**src/rtl/frame_rx_pkg.sv**
```systemverilog
package frame_rx_pkg;

   typedef enum logic [1:0] {
      ST_IDLE = 2'd0,
      ST_WAIT = 2'd1,
      ST_DATA = 2'd2
   } rx_state_e;

endpackage

```
**src/rtl/frame_rx_cfg.sv**
```systemverilog
module frame_rx_cfg #(
   parameter int DLY_W   = 2,
   parameter int MAX_DLY = 2
) (
   input  logic             clk,
   input  logic             rst,
   input  logic [DLY_W-1:0] dly_sel,
   output logic [DLY_W-1:0] dly_eff,
   output logic             cfg_err
);

   localparam logic [DLY_W-1:0] MAX_CODE = DLY_W'(MAX_DLY);

   logic code_bad;

   // Codes above the largest legal delay fall back to that delay.
   assign code_bad = (dly_sel > MAX_CODE);
   assign dly_eff  = code_bad ? MAX_CODE : dly_sel;

   always_ff @(posedge clk) begin
      if (rst) begin
         cfg_err <= 1'b0;
      end else if (code_bad) begin
         cfg_err <= 1'b1;
      end
   end

endmodule

```
**src/rtl/frame_rx_ctrl.sv**
```systemverilog
module frame_rx_ctrl
   import frame_rx_pkg::*;
#(
   parameter int WORD_W = 8,
   parameter int DLY_W  = 2
) (
   input  logic             clk,
   input  logic             rst,
   input  logic             fsync,
   input  logic [DLY_W-1:0] dly_eff,
   output logic             shift_en,
   output logic             last_bit
);

   localparam int              CNT_W    = (WORD_W > 2) ? $clog2(WORD_W) : 1;
   localparam logic [CNT_W-1:0] LAST_IDX = CNT_W'(WORD_W - 1);
   localparam logic [DLY_W-1:0] ONE_DLY  = DLY_W'(1);

   rx_state_e        state_q, state_d;
   logic [CNT_W-1:0] bcnt_q, bcnt_d;
   logic [DLY_W-1:0] wcnt_q, wcnt_d;

   always_comb begin
      state_d  = state_q;
      bcnt_d   = bcnt_q;
      wcnt_d   = wcnt_q;
      shift_en = 1'b0;
      last_bit = 1'b0;
      unique case (state_q)
         ST_IDLE: begin
            if (fsync) begin
               if (dly_eff == '0) begin
                  shift_en = 1'b1;
                  bcnt_d   = CNT_W'(1);
                  state_d  = ST_DATA;
               end else begin
                  wcnt_d  = dly_eff;
                  state_d = ST_WAIT;
               end
            end
         end
         ST_WAIT: begin
            if (wcnt_q == ONE_DLY) begin
               shift_en = 1'b1;
               bcnt_d   = CNT_W'(1);
               state_d  = ST_DATA;
            end else begin
               wcnt_d = wcnt_q - ONE_DLY;
            end
         end
         ST_DATA: begin
            shift_en = 1'b1;
            if (bcnt_q == LAST_IDX) begin
               last_bit = 1'b1;
               bcnt_d   = '0;
               state_d  = ST_IDLE;
            end else begin
               bcnt_d = bcnt_q + CNT_W'(1);
            end
         end
         default: state_d = ST_IDLE;
      endcase
   end

   always_ff @(posedge clk) begin
      if (rst) begin
         state_q <= ST_IDLE;
         bcnt_q  <= '0;
         wcnt_q  <= '0;
      end else begin
         state_q <= state_d;
         bcnt_q  <= bcnt_d;
         wcnt_q  <= wcnt_d;
      end
   end

endmodule

```
**src/rtl/frame_rx_shift.sv**
```systemverilog
module frame_rx_shift #(
   parameter int WORD_W = 8
) (
   input  logic              clk,
   input  logic              rst,
   input  logic              shift_en,
   input  logic              last_bit,
   input  logic              sdata,
   output logic [WORD_W-1:0] word_out,
   output logic              word_vld
);

   logic [WORD_W-1:0] sreg_q;
   logic [WORD_W-1:0] sreg_nxt;

   // Newest bit enters at position 0; the oldest ends up at the MSB.
   assign sreg_nxt[0] = sdata;
   generate
      for (genvar i = 1; i < WORD_W; i++) begin : g_stage
         assign sreg_nxt[i] = sreg_q[i-1];
      end
   endgenerate

   always_ff @(posedge clk) begin
      if (rst) begin
         sreg_q   <= '0;
         word_out <= '0;
         word_vld <= 1'b0;
      end else begin
         word_vld <= last_bit;
         if (shift_en) begin
            sreg_q <= sreg_nxt;
         end
         if (last_bit) begin
            word_out <= sreg_nxt;
         end
      end
   end

endmodule

```
**src/rtl/frame_rx.sv**
```systemverilog
module frame_rx #(
   parameter int WORD_W  = 8,
   parameter int DLY_W   = 2,
   parameter int MAX_DLY = 2
) (
   input  logic              clk,
   input  logic              rst,
   input  logic [1:0]        dly_sel,
   input  logic              fsync,
   input  logic              sdata,
   output logic [WORD_W-1:0] word_out,
   output logic              word_vld,
   output logic              cfg_err
);

   generate
      if (WORD_W < 2) begin : g_bad_word
         $error("frame_rx: WORD_W must be at least 2");
      end
      if (DLY_W != 2) begin : g_bad_dly_w
         $error("frame_rx: DLY_W must match the 2-bit dly_sel port");
      end
      if (MAX_DLY < 0 || MAX_DLY >= (1 << DLY_W)) begin : g_bad_max
         $error("frame_rx: MAX_DLY out of range for DLY_W");
      end
   endgenerate

   logic [DLY_W-1:0] dly_eff;
   logic             shift_en;
   logic             last_bit;

   frame_rx_cfg #(
      .DLY_W   (DLY_W),
      .MAX_DLY (MAX_DLY)
   ) u_cfg (
      .clk     (clk),
      .rst     (rst),
      .dly_sel (dly_sel),
      .dly_eff (dly_eff),
      .cfg_err (cfg_err)
   );

   frame_rx_ctrl #(
      .WORD_W (WORD_W),
      .DLY_W  (DLY_W)
   ) u_ctrl (
      .clk      (clk),
      .rst      (rst),
      .fsync    (fsync),
      .dly_eff  (dly_eff),
      .shift_en (shift_en),
      .last_bit (last_bit)
   );

   frame_rx_shift #(
      .WORD_W (WORD_W)
   ) u_shift (
      .clk      (clk),
      .rst      (rst),
      .shift_en (shift_en),
      .last_bit (last_bit),
      .sdata    (sdata),
      .word_out (word_out),
      .word_vld (word_vld)
   );

endmodule

```
**config.mk**
```make
export PLATFORM = sky130hd
export DESIGN_NAME = frame_rx
export DESIGN_NICKNAME = d
export VERILOG_FILES = /design/src/rtl/frame_rx_pkg.sv /design/src/rtl/frame_rx_cfg.sv /design/src/rtl/frame_rx_ctrl.sv /design/src/rtl/frame_rx_shift.sv /design/src/rtl/frame_rx.sv
export SDC_FILE = /design/constraint.sdc
export NUM_CORES = 1
export LEC_CHECK = 0
export ABC_AREA = 1
export BUFFER_PORTS_ARGS = -buffer_cell sky130_fd_sc_hd__buf_2
export CAP_MARGIN = 10
export CORE_MARGIN = 2
export CORE_UTILIZATION = 53
export DETAILED_ROUTE_END_ITERATION = 10
export MAX_ROUTING_LAYER = met4
export PLACE_DENSITY = 0.75
export REMOVE_ABC_BUFFERS = 1
export SYNTH_ARGS = -nofsm -noshare
export SYNTH_HDL_FRONTEND = slang
export SYNTH_SLANG_ARGS = --single-unit
```
**constraint.sdc**
```tcl
create_clock -name clk -period 1.55 [get_ports clk]
set_clock_uncertainty 0.1 [all_clocks]
set_input_delay 0.3875 -clock clk [delete_from_list [all_inputs] [get_ports clk]]
set_output_delay 0.3875 -clock clk [all_outputs]
set_load 0.01 [all_outputs]
```
After elaboration in Yosys (flattened, before gate mapping)
Index checks and enable logic that the tools add are counted.
Cells by class
  $add $sub $neg: 2
  $lt $le $gt $ge: 1
  equality and inequality tests: 10
  mux-type cells: 21
  reduce and logical (&&, ||, !) cells: 7
Operators by type and width (number)
  2-to-1 mux 2 bit: 8
  2-to-1 mux 3 bit: 4
  case mux 3 bit (3 select lines): 1
  AND reduction 4 bit: 2
  inequality test 2 x 1 -> 1 bit, second input constant: 3
  inequality test 2 bit, second input constant: 3
  case mux 2 bit (3 select lines): 1
  2-to-1 mux 1 bit: 5
  == test 2 x 1 -> 1 bit, second input constant: 2
  zero test 2 bit: 2
  case mux 2 bit (2 select lines): 1
  adder 3 x 1 -> 3 bit, second input constant: 1
  == test 3 bit, second input constant: 1
  case mux 1 bit (3 select lines): 1
  AND reduction 3 bit: 1
  nonzero test 3 bit: 1
  == test 2 bit, second input constant: 1
  greater-than comparator 2 bit, second input constant: 1
  nonzero test 2 bit: 1
  subtractor 2 x 1 -> 2 bit, second input constant: 1
Word-level totals
  flip-flop bits (word level): 24
  input bits: 6
  output and inout port bits: 10
  logic and storage cells: 48

Logic depth before layout (Yosys ltp)
Gate-level depths: netlist of run 1.
  word-level depth: 6
  depth in mapped cells: 8
  gate-level depth less buffers: 8

Hierarchy
From an unflattened synthesis of run 1, not the netlist that was laid out.
Second synthesis, totals
  cells, all modules: 177
  area total of the unflattened synthesis: 1182.4 um^2
By module, submodules not included
  frame_rx_shift: times used 1, cells each 91, area an instance 635.6 um^2, seq. area each 320.3 um^2
  frame_rx_ctrl: times used 1, cells each 79, area an instance 499.2 um^2, seq. area each 140.1 um^2
  frame_rx_cfg: times used 1, cells each 7, area an instance 47.5 um^2, seq. area each 20.0 um^2

Worst setup path after synthesis of run 1
Ideal clock, no wire load.
  kind: reg-to-reg
  start point: register u_ctrl.bcnt_q[0]
  end point: register u_ctrl.bcnt_q[0]
  setup time: 0.056 ns
  arrival time: 1.090 ns
  data required time: 1.394 ns
  path slack: 0.304 ns
  cell stages (with the launch flop): 8
  path buffers: 0
  period minus slack after synthesis: 1.246 ns
  path through: dfxtp_1 > ha_1 > ha_1 > nand2_2 > nand2_1 > a21oi_1 > nand2_1 > inv_1
On the way
  cells in the longest elaborated chain, start to end: 3
  elaborated cells on any way between the ends: 4
  classes of those cells: add/sub: 1; eq/ne: 1; mux: 2
Ends and longest elaborated chain
  start: declaration: line frame_rx_ctrl.sv:20  | logic [CNT_W-1:0] bcnt_q, bcnt_d;
  start signal: assignment: line frame_rx_ctrl.sv:72  | bcnt_q <= bcnt_d;
  adder 3 x 1 -> 3 bit / == test 3 bit (equally long branches): line frame_rx_ctrl.sv:58, frame_rx_ctrl.sv:53
  2-to-1 mux 3 bit (*): line frame_rx_ctrl.sv:53  | if (bcnt_q == LAST_IDX) begin
  case mux 3 bit (3 select lines) (*): line frame_rx_ctrl.sv:29  | unique case (state_q)
Mark *: on every way between the ends. The rest lies on a longest branch, timed or not.
A chain may end at the register's enable or synchronous reset.

Worst setup path after layout of run 1
Same ends and word-level chain as after synthesis.

==> results of run 1 <==
## path summary, 6_finish.rpt
kind,end
min,u_ctrl.bcnt_q[2]
max,u_ctrl.bcnt_q[0]
max reg2reg,u_ctrl.bcnt_q[0]
min reg2reg,u_shift.word_out[6]
## state kept, by name, summed over array words and instances (netlist names)
register          cells
u_shift.word_out      8
u_shift.sreg_q        7
u_ctrl.bcnt_q         3
u_ctrl.state_q        2
u_ctrl.wcnt_q         2
u_cfg.cfg_err         1
u_shift.word_vld      1
## power breakdown
part | switching (mW) | internal (mW) | leakage (nW)
Combinational | 0.183 | 0.104 | 0.380
Sequential | 0.0380 | 0.676 | 0.196
Clock | 0.197 | 0.262 | 0.0279
Total | 0.418 | 1.04 | 0.604
## layout by cell type (no fill, tap or decap)
cell type / Yosys / routed
nor2_4: 1 / 1
nand2_1: 25 / 25
clkbuf_4: 0 / 3
buf_4: 0 / 2
a211oi_1: 1 / 1
o21ai_0: 1 / 1
bufinv_16: 0 / 1
nand3b_1: 1 / 1
o21ai_1: 7 / 7
nor2_2: 3 / 3
inv_2: 4 / 4
nand3_2: 3 / 3
buf_2: 2 / 15
a21oi_1: 5 / 5
dfxtp_1: 24 / 24
nand2_2: 2 / 2
inv_1: 15 / 15
ha_1: 3 / 3
nor2_1: 24 / 24
nand3_1: 19 / 19
## worst max-delay path, delay by kind of cell (launching register included)
family	cells	cell delay, ns
buf+inv	1	0.04
simple gates	3	0.31
fa+ha+maj	2	0.41
compound gates	1	0.12
flops	1	0.35
## cells in the mapped netlist
library cell	instances
a21oi_1	5
a211oi_1	1
buf_2	2
ha_1	3
nor2_1	24
inv_2	4
nor2_4	1
o21ai_0	1
nand3_1	19
nand3_2	3
dfxtp_1	24
nand3b_1	1
nor2_2	3
nand2_2	2
nand2_1	25
o21ai_1	7
inv_1	15
## kinds of logic (layout without fill, tap and decap cells)
group | count (synthesis) | after routing | share of synthesized area
simple gates | 78 | 78 | 0.348
compound gates | 14 | 14 | 0.0704
flops | 24 | 24 | 0.466
fa+ha+maj | 3 | 3 | 0.0364
buf+inv | 21 | 40 | 0.0789
## layout make-up
cell class / count / area [um2] / share of cell area
clock inverter: 1 / 30.0 / 0.0251
tap: 25 / 31.3 / 0.0262
clock buffer: 3 / 22.5 / 0.0188
sequential: 24 / 480 / 0.402
timing repair buffer: 17 / 90.1 / 0.0754
multi-input combinational: 95 / 469 / 0.393
inverter: 19 / 71.3 / 0.0597
## stage by stage
step           std cells  area [um2]
2_1_floorplan        138        1020
3_3_place_gp         180        1140
3_5_place_dp         180        1140
4_1_cts              184        1190
5_1_grt              184        1190
6_report             184        1190
## per-layer routing
metal / GRT usage / vias to the layer above / routed length (um)
li1: - / 482 / -
met1: 0.295 / 409 / 1040
met2: 0.352 / 13 / 970
met3: 0.0444 / 5 / 62
met4: 0.0973 / 0 / 39
met5: - / - / 0
==> run metrics, run 1 <==
outcome=completed; Slew headroom=0.808; Clock Tree Root=clkbuf_4; H-tree levels=1; critical path class=reg2reg; Max FO, Critical Path=9; Setup crit end kind=register; worst path required time=1.73 ns; hold path cells=2; PwrDens=1220 nW/um2; number of buffers created by CTS=3; Crit path arrival time=1.56 ns; Total Power=1.46 mW; reg2reg setup slack=0.17 ns; flops & latches, synth=24; Slew Viols, Final=0; Pre-antenna DRT Iters=4; register area share after synthesis=0.466; DRT Wirelength=2110 um; maximum VDD drop=0.741 mV; first-pass GRT wire length=3480 um; Final setup viols=0; Synth cell types=17; actual transition at the worst max-transition pin=0.288 ns; final hold vios=0; layout net count=169; Die H=48.1 um; clk buf depth=2; DR vias/cell=4.94; Max Cap Violations=0; share of cells above drive strength 1=0.214; TritonCTS clock tree=built; post-DP HPWL=1520 um; Worst R2R Path Depth=7; Setup crit start kind=register; fill count=152; post-route antenna net violation count=0; Post-Syn Instances=140; Hold WC Path Type=in2reg; RSZ-0062 raised after global routing=false; Clock Latency Late Sink=0.32 ns; row count=15; GRT Util Overall=0.230; CP max stage cell=dfxtp_1; CP startpoint=u_ctrl.bcnt_q[0]; cells along the critical path=ha_1, ha_1, nand2_2, nand2_1, a21oi_1, nand2_1, inv_1; Crit Reg-Reg Startpoint=u_ctrl.bcnt_q[0]; effective utilization at floorplan=0.578; Syn Area/Cell=7.36 um2; Worst path max stage delay=0.35 ns; fin util=0.670; Synth top area share=0.466; drc violations=0; GP Congestion=0.826; chip width=48.1 um; Die Area=2310 um2; # IOs=16; CTS Hold Bufs=0; Antenna diodes=0; GRT overflow=0; CTS clk-pin slew, worst paths=0.13 ns; initial antenna violation count=0; Final TNS setup=0 ns; Post-Syn Area=1030 um2; Core Footprint=1780 um2; WL/cell=11.5 um; Post-CTS Repair Setup Buffers=0; clock sink count=24; vias in the first global route=796; yosys warns=0; largest net degree at the start of global routing=15; Lkg Pwr=0.604 nW; hold slack=0.170 ns; pre-CTS setup slack=0.161 ns; Setup WS post-layout=0.173 ns; Tmin final=1.38 ns; Area contributors post-synth=dfxtp_1, nand3_1, nand2_1; FMAX=726 MHz; min-delay src=rst; final period utilization=0.888; post_cts resized=0; Port Buf Inserts=15; DRT iter0 DRCs=14; Layout area overhead=15.9%; vias post-DR=909; Synth area leader=dfxtp_1
Power figures use the tool's default switching activity.
==> inputs of run 2 (changes only) <==
--- a/config.mk
+++ b/config.mk
@@ -9,10 +9,10 @@
 export BUFFER_PORTS_ARGS = -buffer_cell sky130_fd_sc_hd__buf_2
 export CAP_MARGIN = 10
 export CORE_MARGIN = 2
-export CORE_UTILIZATION = 53
+export CORE_UTILIZATION = 48
 export DETAILED_ROUTE_END_ITERATION = 10
 export MAX_ROUTING_LAYER = met4
-export PLACE_DENSITY = 0.75
+export PLACE_DENSITY = 0.72
 export REMOVE_ABC_BUFFERS = 1
 export SYNTH_ARGS = -nofsm -noshare
 export SYNTH_HDL_FRONTEND = slang
==> constraint.sdc (replaced) <==
create_clock -name clk -period 1.19 [get_ports clk]
set_clock_uncertainty 0.1 [all_clocks]
set_input_delay 0.2975 -clock clk [delete_from_list [all_inputs] [get_ports clk]]
set_output_delay 0.2975 -clock clk [all_outputs]
set_load 0.01 [all_outputs]
==> run metrics, run 2 (synthesis results as in run 1) <==
outcome=finished, violations left; violated checks=negative setup slack; Tmin final=1.33 ns; critical path's top delay family=simple AND/OR/NAND/NOR gates; worst path buffer plus inverter count=2; Max FO, Critical Path=4; register area=507 um2; layout net count=190; Clock Latency Late Sink=0.33 ns; Final setup viols=27; DR vias/cell=5.07; PwrDens=1330 nW/um2; GP Congestion=0.906; DP Area=1230 um2; fill count=118; final period utilization=1.12; RSZ-0062 raised after global routing=true; chip width=50.3 um; effective utilization at floorplan=0.515; drc violations=0; Hold WC Path Type=in2reg; Setup crit end kind=register; GRT overflow=0; critical path class=reg2reg; most common cell after layout, fill and taps aside=nand2_1; FMAX=750 MHz; Max Cap Violations=0; Lkg Pwr=0.748 nW; Core Footprint=2000 um2; number of buffers created by CTS=3; Slew Viols, Final=0; vias in the first global route=993; min-delay src=sdata; post-route antenna net violation count=0; WL/cell=12.9 um; Largest Register=u_shift.word_out; maximum VDD drop=0.948 mV; row count=16; first-pass GRT wire length=4280 um; reg2reg setup slack=-0.14 ns; clk buf depth=2; Crit path arrival time=1.51 ns; worst path required time=1.36 ns; DRT Wirelength=2670 um; largest net degree at the start of global routing=15; Setup crit start kind=register; Port Buf Inserts=15; Worst path max stage delay=0.34 ns; initial antenna violation count=0; Antenna diodes=0; final hold vios=0; TritonCTS clock tree=built; Die H=50.3 um; Clock Tree Root=clkbuf_4; actual transition at the worst max-transition pin=0.332 ns; Pre-antenna DRT Iters=4; GRT Util Overall=0.225; DRT iter0 DRCs=16; biggest regs=u_shift.word_out x8, u_shift.sreg_q x7, u_ctrl.bcnt_q x3; share of cells above drive strength 1=0.494; vias post-DR=1050; Slew headroom=0.778; cells along the critical path=inv_2, ha_4, nand3_4, nand2_8, clkinvlp_4, nand3_1, nand2_1, nor2_1; post-route cell area=1630 um2; post-DP HPWL=1610 um; CP startpoint=u_ctrl.wcnt_q[1]; max reg flops=8; clock sink count=24; most frequent cells in the layout=nand2_1, nor2_1, buf_4; Crit Reg-Reg Startpoint=u_ctrl.wcnt_q[1]; CP max stage cell=dfxtp_2; # IOs=16; Layout area overhead=57.6%; Multi-input gate area=641 um2; CTS clk-pin slew, worst paths=0.13 ns; Setup WS post-layout=-0.144 ns; Die Area=2530 um2; H-tree levels=1; hold slack=0.109 ns
-- run 2: layout make-up --
class	instances	share of cell area
Multi-Input combinational cell	96	0.394
Sequential cell	24	0.312
Timing Repair Buffer	36	0.188
Inverter	19	0.0485
Tap cell	27	0.0208
Clock inverter	1	0.0185
Clock buffer	3	0.0139
Timing Repair inverter	1	0.00462
-- run 2: worst register-to-register path: stages (launching register included) --
cell,delay (ns)
dfxtp_2,0.34
inv_2,0.06
ha_4,0.15
nand3_4,0.10
nand2_8,0.11
clkinvlp_4,0.13
nand3_1,0.09
nand2_1,0.09
nor2_1,0.11
-- run 2: metrics by stage --
stage / std cells / power (mW) / TNS, ns / worst slack (ns) / utilization
2_1_floorplan: 138 / 1.23 / -0.0672 / -0.0672 / -
3_3_place_gp: 192 / 1.35 / -1.28 / -0.0916 / 0.616
3_5_place_dp: 192 / 1.37 / -2.11 / -0.144 / 0.616
4_1_cts: 201 / 2.09 / -0.509 / -0.0947 / 0.752
5_1_grt: 207 / 2.29 / -2.71 / -0.215 / 0.812
6_report: 207 / 2.17 / -1.08 / -0.144 / 0.812
-- run 2: routing by layer --
metal	track usage	wire (um)	up-vias
met3	0.0357	124	5
met4	0.104	44	0
met1	0.270	1110	488
met5	-	0	-
met2	0.371	1390	30
li1	-	-	527
-- run 2: report_power, final --
group	internal, mW	leakage [nW]	switching (mW)	total [mW]
combinational	0.270	0.517	0.336	0.607
clock	0.341	0.0279	0.261	0.602
sequential	0.890	0.203	0.0676	0.958
total	1.50	0.748	0.665	2.17
-- run 2: path summary, 6_finish.rpt --
path                         end  cells past startpoint
max            u_shift.sreg_q[4]                      8
min          u_shift.word_out[0]                      3
max reg2reg    u_shift.sreg_q[4]                      8
min reg2reg  u_shift.word_out[5]                      2
-- run 2: timing repair --
action	CTS	global route
resized for setup	47	17
pin swaps	7	10
gates cloned	2	0
hold endpoints to repair	0	0
setup buffers	3	6
hold buffers	0	0
endpoints found under the setup margin	31	30
